`src/rtl/hs_status_pkg.sv`:
```
package hs_status_pkg;
  typedef enum logic [1:0] {
    PWR_ACTIVE  = 2'b00,
    PWR_SLEEP   = 2'b01,
    PWR_STANDBY = 2'b10,
    PWR_WAKING  = 2'b11
  } pwr_e;

  localparam int unsigned BIT_EXEC  = 7;
  localparam int unsigned BIT_RRDY  = 6;
  localparam int unsigned BIT_CRC   = 4;
  localparam int unsigned BIT_WAKEN = 2;
  localparam int unsigned BIT_WEN   = 1;
  localparam int unsigned BIT_WIP   = 0;

  function automatic logic [7:0] pack_status(input logic exec, input logic rrdy,
                                             input logic crc, input logic wake_n,
                                             input logic wen, input logic wip);
    logic [7:0] b;
    b            = '0;
    b[BIT_EXEC]  = exec;
    b[BIT_RRDY]  = rrdy;
    b[BIT_CRC]   = crc;
    b[BIT_WAKEN] = wake_n;
    b[BIT_WEN]   = wen;
    b[BIT_WIP]   = wip;
    return b;
  endfunction
endpackage

```
`src/rtl/hs_wen_flag.sv`:
```
module hs_wen_flag (
  input  logic clk_i,
  input  logic rst_ni,
  input  logic set_i,
  input  logic clr_i,
  input  logic wip_i,
  output logic wen_o
);
  logic wip_q;
  logic wip_fall;

  assign wip_fall = wip_q & ~wip_i;

  always_ff @(posedge clk_i or negedge rst_ni) begin
    if (!rst_ni) begin
      wip_q <= 1'b0;
      wen_o <= 1'b0;
    end else begin
      wip_q <= wip_i;
      if (clr_i || wip_fall) wen_o <= 1'b0;
      else if (set_i)        wen_o <= 1'b1;
    end
  end
endmodule

```
`src/rtl/hs_power_fsm.sv`:
```
module hs_power_fsm
  import hs_status_pkg::*;
#(
  parameter int unsigned WAKE_CYC = 8
) (
  input  logic       clk_i,
  input  logic       rst_ni,
  input  logic       sleep_req_i,
  input  logic       standby_req_i,
  input  logic       rd_acc_i,
  output pwr_e       state_o,
  output logic       awake_o,
  output logic       wake_req_o
);
  localparam int unsigned CW = (WAKE_CYC > 1) ? $clog2(WAKE_CYC) : 1;
  localparam logic [CW-1:0] CNT_INIT = CW'(WAKE_CYC - 1);

  logic [CW-1:0] cnt_q;

  assign awake_o = (state_o == PWR_ACTIVE);

  always_ff @(posedge clk_i or negedge rst_ni) begin
    if (!rst_ni) begin
      state_o    <= PWR_ACTIVE;
      cnt_q      <= '0;
      wake_req_o <= 1'b0;
    end else begin
      wake_req_o <= 1'b0;
      unique case (state_o)
        PWR_ACTIVE: begin
          if (sleep_req_i)        state_o <= PWR_SLEEP;
          else if (standby_req_i) state_o <= PWR_STANDBY;
        end
        PWR_SLEEP, PWR_STANDBY: begin
          if (rd_acc_i) begin
            state_o    <= PWR_WAKING;
            cnt_q      <= CNT_INIT;
            wake_req_o <= 1'b1;
          end
        end
        PWR_WAKING: begin
          if (cnt_q == '0) state_o <= PWR_ACTIVE;
          else             cnt_q   <= cnt_q - 1'b1;
        end
        default: state_o <= PWR_ACTIVE;
      endcase
    end
  end
endmodule

```
`src/rtl/hs_read_port.sv`:
```
module hs_read_port #(
  parameter int unsigned    AW          = 16,
  parameter logic [AW-1:0]  STATUS_ADDR = AW'('hFFF0)
) (
  input  logic          clk_i,
  input  logic          rst_ni,
  input  logic          rd_acc_i,
  input  logic          stat_cmd_i,
  input  logic          ptr_load_i,
  input  logic [AW-1:0] ptr_addr_i,
  input  logic          awake_i,
  input  logic [7:0]    status_i,
  input  logic [7:0]    mem_data_i,
  output logic [7:0]    rd_data_o,
  output logic          rd_valid_o,
  output logic [AW-1:0] ptr_o,
  output logic          at_status_o
);
  logic is_stat;

  assign at_status_o = (ptr_o == STATUS_ADDR);
  assign is_stat     = stat_cmd_i | at_status_o;

  always_ff @(posedge clk_i or negedge rst_ni) begin
    if (!rst_ni) begin
      rd_data_o  <= '0;
      rd_valid_o <= 1'b0;
      ptr_o      <= '0;
    end else begin
      rd_valid_o <= rd_acc_i;
      // shadow capture at the transfer start
      if (rd_acc_i) begin
        if (!awake_i)     rd_data_o <= 8'hFF;
        else if (is_stat) rd_data_o <= status_i;
        else              rd_data_o <= mem_data_i;
      end
      if (ptr_load_i)                          ptr_o <= ptr_addr_i;
      else if (rd_acc_i && awake_i && !is_stat) ptr_o <= ptr_o + 1'b1;
    end
  end
endmodule

```
`src/rtl/hs_status_unit.sv`:
```
module hs_status_unit
  import hs_status_pkg::*;
#(
  parameter int unsigned   AW          = 16,
  parameter logic [AW-1:0] STATUS_ADDR = AW'('hFFF0),
  parameter int unsigned   WAKE_CYC    = 8
) (
  input  logic          clk_i,
  input  logic          rst_ni,
  input  logic          two_wire_i,
  input  logic          addr_ack_i,
  input  logic          byte_rd_i,
  input  logic          stat_cmd_i,
  input  logic          ptr_load_i,
  input  logic [AW-1:0] ptr_addr_i,
  input  logic [7:0]    mem_data_i,
  input  logic          mem_wr_i,
  input  logic          wip_i,
  input  logic          crc_err_i,
  input  logic          resp_rdy_i,
  input  logic          exec_err_i,
  input  logic          wen_set_i,
  input  logic          wen_clr_i,
  input  logic          sleep_req_i,
  input  logic          standby_req_i,
  output logic [7:0]    rd_data_o,
  output logic          rd_valid_o,
  output logic [AW-1:0] ptr_o,
  output logic          arr_wr_o,
  output logic [1:0]    pwr_state_o,
  output logic          wake_req_o
);
  logic       rd_acc;
  logic       awake;
  logic       wen_q;
  logic       at_status;
  logic [7:0] status_byte;
  pwr_e       pwr_state;

  // two-wire mode grants the read only after the address ack
  assign rd_acc      = (byte_rd_i | stat_cmd_i) & (~two_wire_i | addr_ack_i);
  assign status_byte = pack_status(exec_err_i, resp_rdy_i, crc_err_i, ~awake, wen_q, wip_i);
  assign arr_wr_o    = mem_wr_i & ~at_status;
  assign pwr_state_o = pwr_state;

  hs_wen_flag u_wen (
    .clk_i  (clk_i),
    .rst_ni (rst_ni),
    .set_i  (wen_set_i),
    .clr_i  (wen_clr_i),
    .wip_i  (wip_i),
    .wen_o  (wen_q)
  );

  hs_power_fsm #(.WAKE_CYC(WAKE_CYC)) u_pwr (
    .clk_i         (clk_i),
    .rst_ni        (rst_ni),
    .sleep_req_i   (sleep_req_i),
    .standby_req_i (standby_req_i),
    .rd_acc_i      (rd_acc),
    .state_o       (pwr_state),
    .awake_o       (awake),
    .wake_req_o    (wake_req_o)
  );

  hs_read_port #(.AW(AW), .STATUS_ADDR(STATUS_ADDR)) u_rd (
    .clk_i       (clk_i),
    .rst_ni      (rst_ni),
    .rd_acc_i    (rd_acc),
    .stat_cmd_i  (stat_cmd_i),
    .ptr_load_i  (ptr_load_i),
    .ptr_addr_i  (ptr_addr_i),
    .awake_i     (awake),
    .status_i    (status_byte),
    .mem_data_i  (mem_data_i),
    .rd_data_o   (rd_data_o),
    .rd_valid_o  (rd_valid_o),
    .ptr_o       (ptr_o),
    .at_status_o (at_status)
  );
endmodule

```
`config.mk`:
```
export PLATFORM = sky130hd
export DESIGN_NAME = hs_status_unit
export DESIGN_NICKNAME = d
export VERILOG_FILES = /design/src/rtl/hs_status_pkg.sv /design/src/rtl/hs_wen_flag.sv /design/src/rtl/hs_power_fsm.sv /design/src/rtl/hs_read_port.sv /design/src/rtl/hs_status_unit.sv
export SDC_FILE = /design/constraint.sdc
export NUM_CORES = 1
export LEC_CHECK = 0
export ABC_AREA = 1
export BUFFER_PORTS_ARGS = -buffer_cell sky130_fd_sc_hd__buf_2
export CAP_MARGIN = 10
export CELL_PAD_IN_SITES_DETAIL_PLACEMENT = 1
export CELL_PAD_IN_SITES_GLOBAL_PLACEMENT = 1
export CORE_MARGIN = 3
export CORE_UTILIZATION = 35
export CTS_CLUSTER_DIAMETER = 40
export DETAILED_ROUTE_END_ITERATION = 8
export GPL_ROUTABILITY_DRIVEN = 0
export MAX_ROUTING_LAYER = met4
export PLACE_DENSITY = 0.81
export SYNTH_ARGS = -nofsm -noshare
export SYNTH_HDL_FRONTEND = slang
export SYNTH_HIERARCHICAL = 1
export SYNTH_SLANG_ARGS = --single-unit
```
`constraint.sdc`:
```
create_clock -name clk_i -period 1.6 [get_ports clk_i]
set_input_delay 0.32 -clock clk_i [delete_from_list [all_inputs] [get_ports clk_i]]
set_output_delay 0.32 -clock clk_i [all_outputs]
set_load 0.02 [all_outputs]
```
==> flow_metrics.py <==
metrics = {
    "synthesis": {
        "yosysUniqueCellTypes": 25,
        "synthFlopType": "dfrtp_1",
        "synth_largest_area_cell": "dfrtp_1",
        "async_flop_share": 1.000,
        "synth_area_um2": 2227,
        "synthTopCellsByCount": "nand2_1 (128), inv_1 (42), nor2_1 (34), dfrtp_1 (33), nand3_1 (33)",
        "yosysTopAreaCellShare": 0.3708,
        "synth_edf_count": 0,
        "synth_area_per_cell_um2": 6.589,
        "synth-seq-area-share": 0.3708,
        "syn_inst": 338,
        "synth_warnings": 6,
        "synth-seq-cells": 33,
        "synth_area_leaders": "dfrtp_1 (37%), nand2_1 (22%), nand3_1 (7.4%), inv_1 (7.1%), nor2_1 (5.7%)",
        "yosysMostFrequentCell": "nand2_1",
    },
    "critical_path": {
        "cp_num_buf_inv": 3,
        "cp.required_ns": 1.28,
        "cp_top_family": "flip-flops",
        "r2r_cells": 12,
        "cp.arrival_ns": 1.45,
        "regToRegSetupSlack_ns": -0.07,
        "slowest_stage": "dfrtp_2",
        "crit_fanout": 2,
        "r2r_start": "u_rd/ptr_o[1]",
        "crit_chain": "inv_2 -> ha_4 -> nand3_4 -> nor2_4 -> nand2_2 -> inv_2 -> nor2_4 -> buf_6",
        "end_kind": "output port",
        "startpoint_type": "flop",
        "r2r-end": "u_rd/rd_data_o[2]",
        "critPathKind": "reg2out",
        "slowest_delay_ns": 0.42,
    },
    "sta": {
        "rsz0062_at_grt": "yes",
        "final-hold-violation-count": 0,
        "max_freq_mhz": 564.2,
        "hold_ws_ns": 0.1999,
        "finalSetupViolations": 23,
        "setup_ws_ns": -0.1724,
        "fin_crit_ns": 1.772,
        "finalClockSkew_ns": 0.007700,
        "fin_crit_sh": 1.108,
        "slew_viol_final": 0,
    },
    "final_layout": {
        "num_antenna_cells": 0,
        "multi_input_area_um2": 1460,
        "nets": 484,
        "area_growth_pct": 51.40,
        "design_area_um2": 3372,
        "seqCellArea_um2": 829.5,
        "drive_gt1_frac": 0.4282,
        "fill_cells": 775,
    },
    "clock_network": {
        "cts_made_buffers": 5,
        "clk_pin_slew_worst_paths_ns": 0.08,
        "h-tree-depth": 2,
        "clk_path_buf_depth": 2,
        "cts_tree": "built",
        "clk_latency_ns": 0.30,
        "clock_sinks": 33,
        "cts_root_buf": "clkbuf_8",
    },
    "grt": {
        "grtUsageTotal": 0.2187,
        "grt_pass1_vias": 2648,
        "globalRouteOverflowTotal": 0,
        "antenna_found_initial": 0,
        "grt_first_pass_wirelength_um": 12390,
        "grt_max_degree": 21,
    },
    "min_path": {
        "hold-path-cell-count": 1,
        "hp-start": "wip_i",
        "hold_path.class": "in2reg",
        "min_to": "u_wen/wip_q",
    },
    "routing": {
        "drtAntennaViolNets": 0,
        "drt-total-wl_um": 8754,
        "vias": 2575,
        "vias_per_cell": 5.010,
        "drtIter0Drc": 96,
        "dr.pass1.iters": 4,
        "drc": 0,
        "wl_per_cell_um": 17.03,
    },
    "placement": {
        "dpl_cell_area_um2": 2789,
        "place_ws_ns": 0.03970,
        "hpwl_um": 5381,
        "io_buffers": 68,
    },
    "die": {
        "die_w_um": 85.77,
        "die_h_um": 85.77,
        "io_pins": 69,
        "rows": 28,
        "core-area_um2": 6026,
        "initial_core_util": 0.3696,
        "die-area_um2": 7356,
    },
    "pwr": {
        "p_per_area_nw_per_um2": 1353,
        "p_leak_nw": 1.855,
        "ir_drop_uv": 839.8,
        "power_mw": 4.562,
    },
    "outcome": {
        "status": "finished, violations left",
        "failed_checks": "setup timing",
    },
    "run": {
        "cap_violations": 0,
    },
}
power breakdown:
part           internal (mW)  switching (mW)  total [mW]
Clock                  0.508           0.350       0.858
Combinational          0.920            1.49        2.41
Sequential              1.10           0.202        1.30
Total                   2.52            2.04        4.56
worst max path at each step:
stage          cells after the start          start  slack (ns)  endpoint
2_1_floorplan                      8  u_rd/ptr_o[0]        0.02  arr_wr_o
6_report                           8  u_rd/ptr_o[1]       -0.17  arr_wr_o
3_5_place_dp                       8  u_rd/ptr_o[0]        0.04  arr_wr_o
5_1_grt                            8  u_rd/ptr_o[1]       -0.23  arr_wr_o
3_3_place_gp                       8  u_rd/ptr_o[0]        0.06  arr_wr_o
4_1_cts                            8  u_rd/ptr_o[1]        -0.1  arr_wr_o
worst register-to-register path: cells and delay by family, from the launching register on:
kind | cells | cell delay, ns
flops | 1 | 0.42
fa+ha+maj | 1 | 0.15
buf+inv | 3 | 0.38
simple gates | 8 | 0.66
cell type report:
type | count | share of cell area
Inverter | 47 | 0.05455
Timing Repair Buffer | 101 | 0.2041
Tap cell | 75 | 0.02783
Sequential cell | 33 | 0.2460
Clock inverter | 1 | 0.008905
Multi-Input combinational cell | 250 | 0.4330
Clock buffer | 7 | 0.02560
kinds of logic (layout without fill, tap and decap cells):
group	after synthesis	after routing	share of synthesized area
adders and majority gates	6	6	0.03371
and+or+nand+nor	220	220	0.4292
xor gates and xnor gates	3	3	0.01180
buffers and inverters	56	156	0.1045
AOI/OAI and AO/OA	19	19	0.04831
DFF	33	33	0.3708
other	1	2	0.001684
layout by cell type (no fill, tap or decap), drive strengths merged:
cell type    instances
a21oi                1
buf                 97
bufinv               1
clkbuf              10
conb                 2
dfrtp               33
dlygate4sd3          1
ha                   6
inv                 47
nand2              140
nand3               35
nand4                3
nor2                38
o21a                 1
o21ai               13
o21bai               4
or2                  4
xnor2                2
xor2                 1
metal layers:
metal	track usage	part of all wire	vias to the layer above
met3	0.02978	0.047	22
met1	0.2479	0.40	1241
met4	0.07194	0.032	0
met2	0.3948	0.52	86
met5	-	0	-
li1	-	-	1226
flip-flops by register name (all words and copies together) (netlist names):
name	count
u_rd/ptr_o	16
u_rd/rd_data_o	8
u_pwr/cnt_q	3
u_pwr/state_o	2
u_pwr/wake_req_o	1
u_rd/rd_valid_o	1
u_wen/wen_o	1
u_wen/wip_q	1
what timing repair did:
item	in CTS	in global routing
gates cloned	0	3
pin swaps	4	24
setup buffers	7	1
endpoints found under the setup margin	1	25
hold buffers	1	0
gates resized for setup	11	76
hold endpoints to repair	13	0
stage by stage:
stage	util	TNS [ns]	instances
CTS	0.4979	-0.09623	510
detailed placement	0.4628	0	494
finish	0.5596	-0.8186	514
floorplan	-	0	339
global placement	0.4628	0	494
global route	0.5596	-2.356	514
Note: power is estimated with default switching activity, not from simulation.
